<file path="src/rtl/flash_fe_pkg.sv">
package flash_fe_pkg;
  localparam int unsigned DATA_W = 16;

  localparam logic [7:0] MANUF_CODE  = 8'h37;
  localparam logic [7:0] DEV_TOP     = 8'h1A;
  localparam logic [7:0] DEV_BOTTOM  = 8'h9B;
  localparam logic [7:0] DEV_HI_WORD = 8'hB3;
  localparam logic [7:0] CONT_CODE   = 8'h7F;

  typedef enum logic [1:0] {
    ST_LOCK   = 2'd0,
    ST_IDLE   = 2'd1,
    ST_ACTIVE = 2'd2
  } wq_state_e;

  typedef struct packed {
    logic ce_n;
    logic oe_n;
    logic we_n;
  } strobes_t;

  function automatic logic write_combo(strobes_t s);
    return !s.ce_n && !s.we_n && s.oe_n;
  endfunction
endpackage

</file>
<file path="src/rtl/fe_strobe_filter.sv">
module fe_strobe_filter #(
  parameter int unsigned GLITCH_CYC = 4,
  parameter logic        RST_VAL    = 1'b1
) (
  input  logic clk_i,
  input  logic rst_ni,
  input  logic raw_i,
  output logic filt_o
);
  localparam int unsigned CNT_W = $clog2(GLITCH_CYC + 1) + 1;
  localparam logic [CNT_W-1:0] CNT_LAST = CNT_W'(GLITCH_CYC - 1);

  logic             filt_q;
  logic [CNT_W-1:0] cnt_q;

  // new level must persist GLITCH_CYC consecutive samples
  always_ff @(posedge clk_i or negedge rst_ni) begin
    if (!rst_ni) begin
      filt_q <= RST_VAL;
      cnt_q  <= '0;
    end else if (raw_i == filt_q) begin
      cnt_q <= '0;
    end else if (cnt_q == CNT_LAST) begin
      filt_q <= raw_i;
      cnt_q  <= '0;
    end else begin
      cnt_q <= cnt_q + 1'b1;
    end
  end

  assign filt_o = filt_q;

  AST_FILT_FOLLOWS_RAW: assert property (@(posedge clk_i) disable iff (!rst_ni)
    !$stable(filt_q) |-> ($past(raw_i) == filt_q));
endmodule

</file>
<file path="src/rtl/fe_write_qual.sv">
module fe_write_qual
  import flash_fe_pkg::*;
#(
  parameter int unsigned ADDR_W = 19
) (
  input  logic              clk_i,
  input  logic              rst_ni,
  input  strobes_t          raw_i,
  input  strobes_t          filt_i,
  input  logic [ADDR_W-1:0] addr_i,
  input  logic [DATA_W-1:0] data_i,
  output logic              wr_pulse_o,
  output logic [ADDR_W-1:0] wr_addr_o,
  output logic [DATA_W-1:0] wr_data_o
);
  wq_state_e         state_q, state_d;
  logic              pulse_q, pulse_d;
  logic [ADDR_W-1:0] addr_q, addr_d;
  logic [DATA_W-1:0] data_q, data_d;
  logic              combo_f, combo_raw;

  assign combo_f   = write_combo(filt_i);
  assign combo_raw = write_combo(raw_i);

  always_comb begin
    state_d = state_q;
    pulse_d = 1'b0;
    addr_d  = addr_q;
    data_d  = data_q;
    unique case (state_q)
      ST_LOCK: begin
        // wait until the power-up write combination is fully gone
        if (!combo_f && !combo_raw) state_d = ST_IDLE;
      end
      ST_IDLE: begin
        if (combo_f) begin
          state_d = ST_ACTIVE;
          addr_d  = addr_i;
          data_d  = data_i;
        end
      end
      ST_ACTIVE: begin
        if (!filt_i.oe_n) begin
          state_d = ST_IDLE;
        end else if (filt_i.we_n) begin
          state_d = ST_IDLE;
          pulse_d = 1'b1;
        end else if (filt_i.ce_n) begin
          state_d = ST_IDLE;
        end else begin
          data_d = data_i;
        end
      end
      default: state_d = ST_LOCK;
    endcase
  end

  always_ff @(posedge clk_i or negedge rst_ni) begin
    if (!rst_ni) begin
      state_q <= ST_LOCK;
      pulse_q <= 1'b0;
      addr_q  <= '0;
      data_q  <= '0;
    end else begin
      state_q <= state_d;
      pulse_q <= pulse_d;
      addr_q  <= addr_d;
      data_q  <= data_d;
    end
  end

  assign wr_pulse_o = pulse_q;
  assign wr_addr_o  = addr_q;
  assign wr_data_o  = data_q;

  AST_PULSE_SINGLE: assert property (@(posedge clk_i) disable iff (!rst_ni)
    pulse_q |=> !pulse_q);
  AST_LOCK_NO_PULSE: assert property (@(posedge clk_i) disable iff (!rst_ni)
    (state_q == ST_LOCK) |=> !pulse_q);
  AST_ABORT_NO_PULSE: assert property (@(posedge clk_i) disable iff (!rst_ni)
    (state_q == ST_ACTIVE && filt_i.ce_n && !filt_i.we_n) |=> !pulse_q);
  AST_OE_LOW_NO_PULSE: assert property (@(posedge clk_i) disable iff (!rst_ni)
    (state_q == ST_ACTIVE && !filt_i.oe_n) |=> !pulse_q);
endmodule

</file>
<file path="src/rtl/fe_id_mux.sv">
module fe_id_mux
  import flash_fe_pkg::*;
(
  input  logic              clk_i,
  input  logic              rst_ni,
  input  logic              hv_a9_i,
  input  logic              id_enter_i,
  input  logic              id_exit_i,
  input  logic              a6_i,
  input  logic [1:0]        sel_i,
  input  logic              boot_top_i,
  input  logic              word_mode_i,
  input  logic [DATA_W-1:0] array_data_i,
  output logic [DATA_W-1:0] rd_data_o,
  output logic              id_mode_o
);
  logic             cmd_q;
  logic             id_mode;
  logic [DATA_W-1:0] id_word;

  always_ff @(posedge clk_i or negedge rst_ni) begin
    if (!rst_ni)         cmd_q <= 1'b0;
    else if (id_exit_i)  cmd_q <= 1'b0;
    else if (id_enter_i) cmd_q <= 1'b1;
  end

  assign id_mode = hv_a9_i | cmd_q;

  always_comb begin
    id_word = '0;
    if (!a6_i) begin
      unique case (sel_i)
        2'b00: id_word = {8'h00, MANUF_CODE};
        2'b01: id_word = {word_mode_i ? DEV_HI_WORD : 8'h00,
                          boot_top_i ? DEV_TOP : DEV_BOTTOM};
        2'b11: id_word = {8'h00, CONT_CODE};
        default: id_word = '0;
      endcase
    end
  end

  assign rd_data_o = id_mode ? id_word : array_data_i;
  assign id_mode_o = id_mode;

  AST_ID_LEGAL_BYTE: assert property (@(posedge clk_i) disable iff (!rst_ni)
    (id_mode_o && !a6_i) |-> (rd_data_o[7:0] == 8'h37 || rd_data_o[7:0] == 8'h1A ||
                              rd_data_o[7:0] == 8'h9B || rd_data_o[7:0] == 8'h7F ||
                              rd_data_o[7:0] == 8'h00));
  AST_ID_EXIT_WINS: assert property (@(posedge clk_i) disable iff (!rst_ni)
    (id_exit_i && !hv_a9_i) |=> (!id_mode_o || hv_a9_i));
endmodule

</file>
<file path="src/rtl/flash_bus_front.sv">
module flash_bus_front
  import flash_fe_pkg::*;
#(
  parameter int unsigned ADDR_W     = 19,
  parameter int unsigned GLITCH_CYC = 4
) (
  input  logic              clk_i,
  input  logic              rst_ni,
  input  logic              ce_ni,
  input  logic              oe_ni,
  input  logic              we_ni,
  input  logic [ADDR_W-1:0] addr_i,
  input  logic [15:0]       data_i,
  input  logic              hv_a9_i,
  input  logic              id_enter_i,
  input  logic              id_exit_i,
  input  logic              boot_top_i,
  input  logic              word_mode_i,
  input  logic [15:0]       array_data_i,
  output logic [15:0]       rd_data_o,
  output logic              rd_drive_o,
  output logic              wr_pulse_o,
  output logic [ADDR_W-1:0] wr_addr_o,
  output logic [15:0]       wr_data_o,
  output logic              id_mode_o
);
  localparam int unsigned N_STROBE = 3;

  strobes_t             raw_s, filt_s;
  logic [N_STROBE-1:0]  raw_v, filt_v;

  assign raw_s = '{ce_n: ce_ni, oe_n: oe_ni, we_n: we_ni};
  assign raw_v = raw_s;
  assign filt_s = filt_v;

  for (genvar g = 0; g < N_STROBE; g++) begin : g_filt
    fe_strobe_filter #(
      .GLITCH_CYC (GLITCH_CYC),
      .RST_VAL    (1'b1)
    ) i_filt (
      .clk_i  (clk_i),
      .rst_ni (rst_ni),
      .raw_i  (raw_v[g]),
      .filt_o (filt_v[g])
    );
  end

  fe_write_qual #(
    .ADDR_W (ADDR_W)
  ) i_wq (
    .clk_i      (clk_i),
    .rst_ni     (rst_ni),
    .raw_i      (raw_s),
    .filt_i     (filt_s),
    .addr_i     (addr_i),
    .data_i     (data_i),
    .wr_pulse_o (wr_pulse_o),
    .wr_addr_o  (wr_addr_o),
    .wr_data_o  (wr_data_o)
  );

  fe_id_mux i_id (
    .clk_i        (clk_i),
    .rst_ni       (rst_ni),
    .hv_a9_i      (hv_a9_i),
    .id_enter_i   (id_enter_i),
    .id_exit_i    (id_exit_i),
    .a6_i         (addr_i[6]),
    .sel_i        (addr_i[1:0]),
    .boot_top_i   (boot_top_i),
    .word_mode_i  (word_mode_i),
    .array_data_i (array_data_i),
    .rd_data_o    (rd_data_o),
    .id_mode_o    (id_mode_o)
  );

  assign rd_drive_o = !ce_ni && !oe_ni && we_ni;
endmodule

</file>
<file path="config.mk">
export PLATFORM = sky130hd
export DESIGN_NAME = flash_bus_front
export DESIGN_NICKNAME = d
export VERILOG_FILES = /design/src/rtl/flash_fe_pkg.sv /design/src/rtl/fe_strobe_filter.sv /design/src/rtl/fe_write_qual.sv /design/src/rtl/fe_id_mux.sv /design/src/rtl/flash_bus_front.sv
export SDC_FILE = /design/constraint.sdc
export NUM_CORES = 1
export LEC_CHECK = 0
export BUFFER_PORTS_ARGS = -buffer_cell sky130_fd_sc_hd__buf_4
export CAP_MARGIN = 10
export CORE_MARGIN = 4
export CORE_UTILIZATION = 35
export CTS_BUF_LIST = sky130_fd_sc_hd__clkbuf_4 sky130_fd_sc_hd__clkbuf_8
export DETAILED_ROUTE_END_ITERATION = 6
export GPL_ROUTABILITY_DRIVEN = 0
export PLACE_DENSITY_LB_ADDON = 0.08
export REMOVE_ABC_BUFFERS = 1
export SYNTH_ARGS = -nofsm -noshare
export SYNTH_HDL_FRONTEND = slang
export SYNTH_SLANG_ARGS = --single-unit
</file>
<file path="constraint.sdc">
create_clock -name clk_i -period 1.8 [get_ports clk_i]
set_input_delay 0 -clock clk_i [delete_from_list [all_inputs] [get_ports clk_i]]
set_output_delay 0 -clock clk_i [all_outputs]
set_load 0.01 [all_outputs]
</file>
==> flow_summary.rst <==
.. list-table::
   :header-rows: 1

   * - Metric
     - Value
   * - Result of the run
     - finished, final reports clean
   * - Area growth, synth to finish
     - 61.6%
   * - Sequential fraction of the synthesis area
     - 55.0%
   * - Clock sink count
     - 54
   * - Portion of the clock cycle consumed by the worst path in the final layout
     - 95.0%
   * - P_leak
     - 1.99 nW
   * - Setup repair after global routing missed its margin
     - no
   * - Antenna Cells
     - 0
   * - Post-synthesis instance total
     - 180
   * - Fillcell total
     - 571
   * - Total of buffers placed on input and output ports
     - 114
   * - Endpoints failing hold
     - 0
   * - Required time reported for the critical path endpoint
     - 1.80 ns
   * - Syn. warnings
     - 0
   * - Number of storage elements in the synthesis netlist
     - 54
   * - Arrival time of data at the critical path endpoint
     - 1.71 ns
   * - Class of the tightest hold or removal check
     - in2async
   * - Area occupied by multi-input gates
     - 1070 sq um
   * - Number of vias in the routed layout
     - 1,915
   * - Overall power
     - 0.00535 W
   * - TritonCTS clock tree
     - done
   * - Type of the worst setup path
     - in2out
   * - Clock root buffer master
     - sky130_fd_sc_hd__clkbuf_8
   * - Detailed Place HPWL
     - 4100 um
   * - DR iter-0 viols
     - 37
   * - Grt ovf
     - 0
   * - Total of endpoints with negative setup slack in the final report
     - 0
   * - Startpoint types
     - input pin
   * - Maxcap violations
     - 0
   * - Clock slew at the register clock pins of the worst setup and hold paths
     - 0.10 ns
   * - Largest delay contributor family on the critical path
     - buffers and inverters
   * - Routed via count divided by cell count
     - 4.39
   * - Overall die height
     - 91.9 um
   * - Worst voltage drop across the vdd grid
     - 0.000756 V
   * - Critical-path maximum fanout
     - 5
   * - Number of enable flip-flop cells after synthesis
     - 0
   * - Least-Margin Pin Slew
     - 0.669 ns
   * - Total routed wirelength
     - 5800 um
   * - Core Box Area
     - 6830 sq um
   * - CTS buffer count
     - 5
   * - Relative max-transition margin
     - 55.4%
   * - DR DRC count
     - 0
   * - Source-to-sink clock delay at the later pin of the worst-skew pair
     - 0.31 ns
   * - Pin count of the biggest net entering global routing
     - 55
   * - Fmax achieved
     - 585 MHz
   * - Overall fraction of global-route tracks in use
     - 14.2%
   * - P per Cell Area
     - 1340 nW/um^2
   * - Area after detailed placement
     - 3430 sq um
   * - CP cell instances
     - dlygate4sd3_1 > buf_4 > inv_1 > ha_1 > nand2b_1 > nor3b_1 > o41ai_1 > buf_4
   * - Mean Syn Cell Area
     - 13.7 sq um
   * - Combined flip-flop and latch cell area
     - 1360 sq um
   * - Num rows
     - 30
   * - Deepest clock path buffer count
     - 2
   * - Wire length of the first global-routing pass
     - 9660 um
   * - Ys async rst share
     - 100%
   * - Worst-case clock skew
     - 0.00834 ns
   * - Minimum clock period after layout
     - 1.71 ns
   * - Number of antenna violations at the first check in global routing
     - 0
   * - Final instance area
     - 3980 sq um
   * - Area share of the largest cell type after synthesis
     - 51.8%
   * - Crit path buf inv count
     - 4
   * - DRT Pass-1 Iters
     - 4
   * - Count of cell types in the netlist
     - 32
   * - Net count, final
     - 407
   * - Average routed wire per standard cell
     - 13.3 um
   * - # IOs
     - 115
   * - Die X
     - 91.9 um
   * - Setup TNS
     - 0 ns
   * - Pins over their slew limit
     - 0
   * - Critical Path Slowest Stage Cell
     - sky130_fd_sc_hd__dlygate4sd3_1
   * - Overall die area
     - 8450 sq um
   * - Layout cells sized above 1
     - 49.7%
   * - Combined area of all synthesized cells
     - 2460 sq um
   * - Leading post-synthesis cells by cell area
     - sky130_fd_sc_hd__dfrtp_1 52%, sky130_fd_sc_hd__mux2_4 12%, sky130_fd_sc_hd__mux2_2 8.7%
   * - Dominant cell type by count on the critical path
     - sky130_fd_sc_hd__buf_4
   * - Number of global-route vias before repair
     - 2,009
   * - Worst setup EP type
     - primary output
   * - Effective utilization at floorplan
     - 36.1%
   * - Number of routed nets with antenna violations
     - 0
   * - Library cell with the largest summed area after synthesis
     - sky130_fd_sc_hd__dfrtp_1
   * - Biggest cell delay along the critical path
     - 0.55 ns
   * - Primary FF master, synth
     - sky130_fd_sc_hd__dfrtp_1
   * - # H-tree levels
     - 2
synth_stat cells (4+ instances only):
cell type	number
sky130_fd_sc_hd__mux2_2	19
sky130_fd_sc_hd__ha_1	7
sky130_fd_sc_hd__a21o_1	7
sky130_fd_sc_hd__nor3b_1	5
sky130_fd_sc_hd__nand2_1	5
sky130_fd_sc_hd__inv_1	4
sky130_fd_sc_hd__nor3_1	5
sky130_fd_sc_hd__nand2b_1	6
sky130_fd_sc_hd__dfrtp_1	51
sky130_fd_sc_hd__nor2_1	9
sky130_fd_sc_hd__mux2_4	19
sky130_fd_sc_hd__nor2b_1	4
what timing repair did:
item                                    CTS  global route
hold buffers                             41             0
hold endpoints to repair                 90             0
buffers inserted                          0             1
endpoints found under the setup margin    0             8
resized for setup                         0             1
cell type report:
| type | instances | area share (%) |
|---|---|---|
| Sequential cell | 54 | 34.0 |
| Timing Repair Buffer | 157 | 32.8 |
| Multi-Input combinational cell | 117 | 26.8 |
| Tap cell | 96 | 3.02 |
| Clock buffer | 6 | 2.07 |
| Clock inverter | 2 | 0.974 |
| Inverter | 4 | 0.377 |
cells by family (layout without fill, tap and decap cells):
| kind of cell | Yosys count | count (layout) | share of synthesized area, % |
|---|---|---|---|
| xor gates and xnor gates | 6 | 6 | 2.13 |
| adders and majority gates | 7 | 7 | 3.55 |
| buffers and inverters | 9 | 169 | 1.98 |
| AOI/OAI and AO/OA | 18 | 18 | 5.58 |
| and+or+nand+nor | 48 | 48 | 11.5 |
| muxes | 38 | 38 | 20.3 |
| DFF | 54 | 54 | 55.0 |
metal layers:
metal	vias up	routed length (um)	share of wire [%]	global-route usage [%]
met5	-	0	0	0
met4	0	120	2.1	5.20
met3	12	293	5.1	3.77
met2	54	2870	50	23.1
met1	907	2510	43	18.2
li1	942	-	-	-
stage by stage:
step	hold WS [ns]	std cells	util (%)	setup slack (ns)
global placement	0.0975	386	50.2	0.0955
finish	0.254	436	58.3	0.0901
CTS	0.281	435	57.9	0.0582
floorplan	-0.296	175	-	0.244
detailed placement	0.0938	386	50.2	0.0753
global route	0.291	436	58.3	0.00170
worst reg2reg max path, delay by kind of cell, from the launching register on:
family | cells | cell delay, ns
DFF | 1 | 0.57
and+or+nand+nor | 2 | 0.56
muxes | 1 | 0.36
layout by cell type (no fill, tap or decap), drive strengths merged, types with 5 or more instances in the layout:
master,netlist,routed
a21o,7,7
buf,2,116
clkbuf,3,6
dfrtp,51,51
dlygate4sd3,0,41
ha,7,7
inv,4,5
mux2,38,38
nand2,6,6
nand2b,6,6
nor2,9,9
nor3,5,5
nor3b,6,6
power breakdown:
part	switching, W	internal [W]	leakage, nW	total (W)
combinational	0.000907	0.00149	1.28	0.00240
clock	0.000400	0.000458	0.0618	0.000857
sequential	0.000328	0.00176	0.651	0.00209
total	0.00164	0.00371	1.99	0.00535
flip-flops by register name, indices dropped and copies added, names as in the netlist:
name and count:
i_wq.wr_addr_o 19, i_wq.wr_data_o 16, g_filt.i_filt.cnt_q 12, g_filt.i_filt.filt_o 3, i_wq.state_q 2, i_id.cmd_q 1
i_wq.wr_pulse_o 1
worst paths after layout:
check                                                            to  cells past startpoint                           startpoint  slack (ns)
worst max-delay path                                   rd_data_o[0]                      8                            addr_i[1]        0.09
worst min-delay path            g_filt[0].i_filt.cnt_q[3]$_DFF_PN0_                      2                               rst_ni        0.25
worst max register to register        i_wq.wr_addr_o[3]$_DFFE_PN0P_                      3  g_filt[1].i_filt.filt_o$_DFFE_PN1P_        0.20
worst min register to register  g_filt[1].i_filt.cnt_q[0]$_DFF_PN0_                      1  g_filt[1].i_filt.cnt_q[0]$_DFF_PN0_        0.48
max in group asynchronous                 i_wq.wr_pulse_o$_DFF_PN0_                      2                               rst_ni        1.09
min in group clk_i                                     rd_data_o[4]                      3                      array_data_i[4]        0.28
Note: power is estimated with default switching activity, not from simulation.
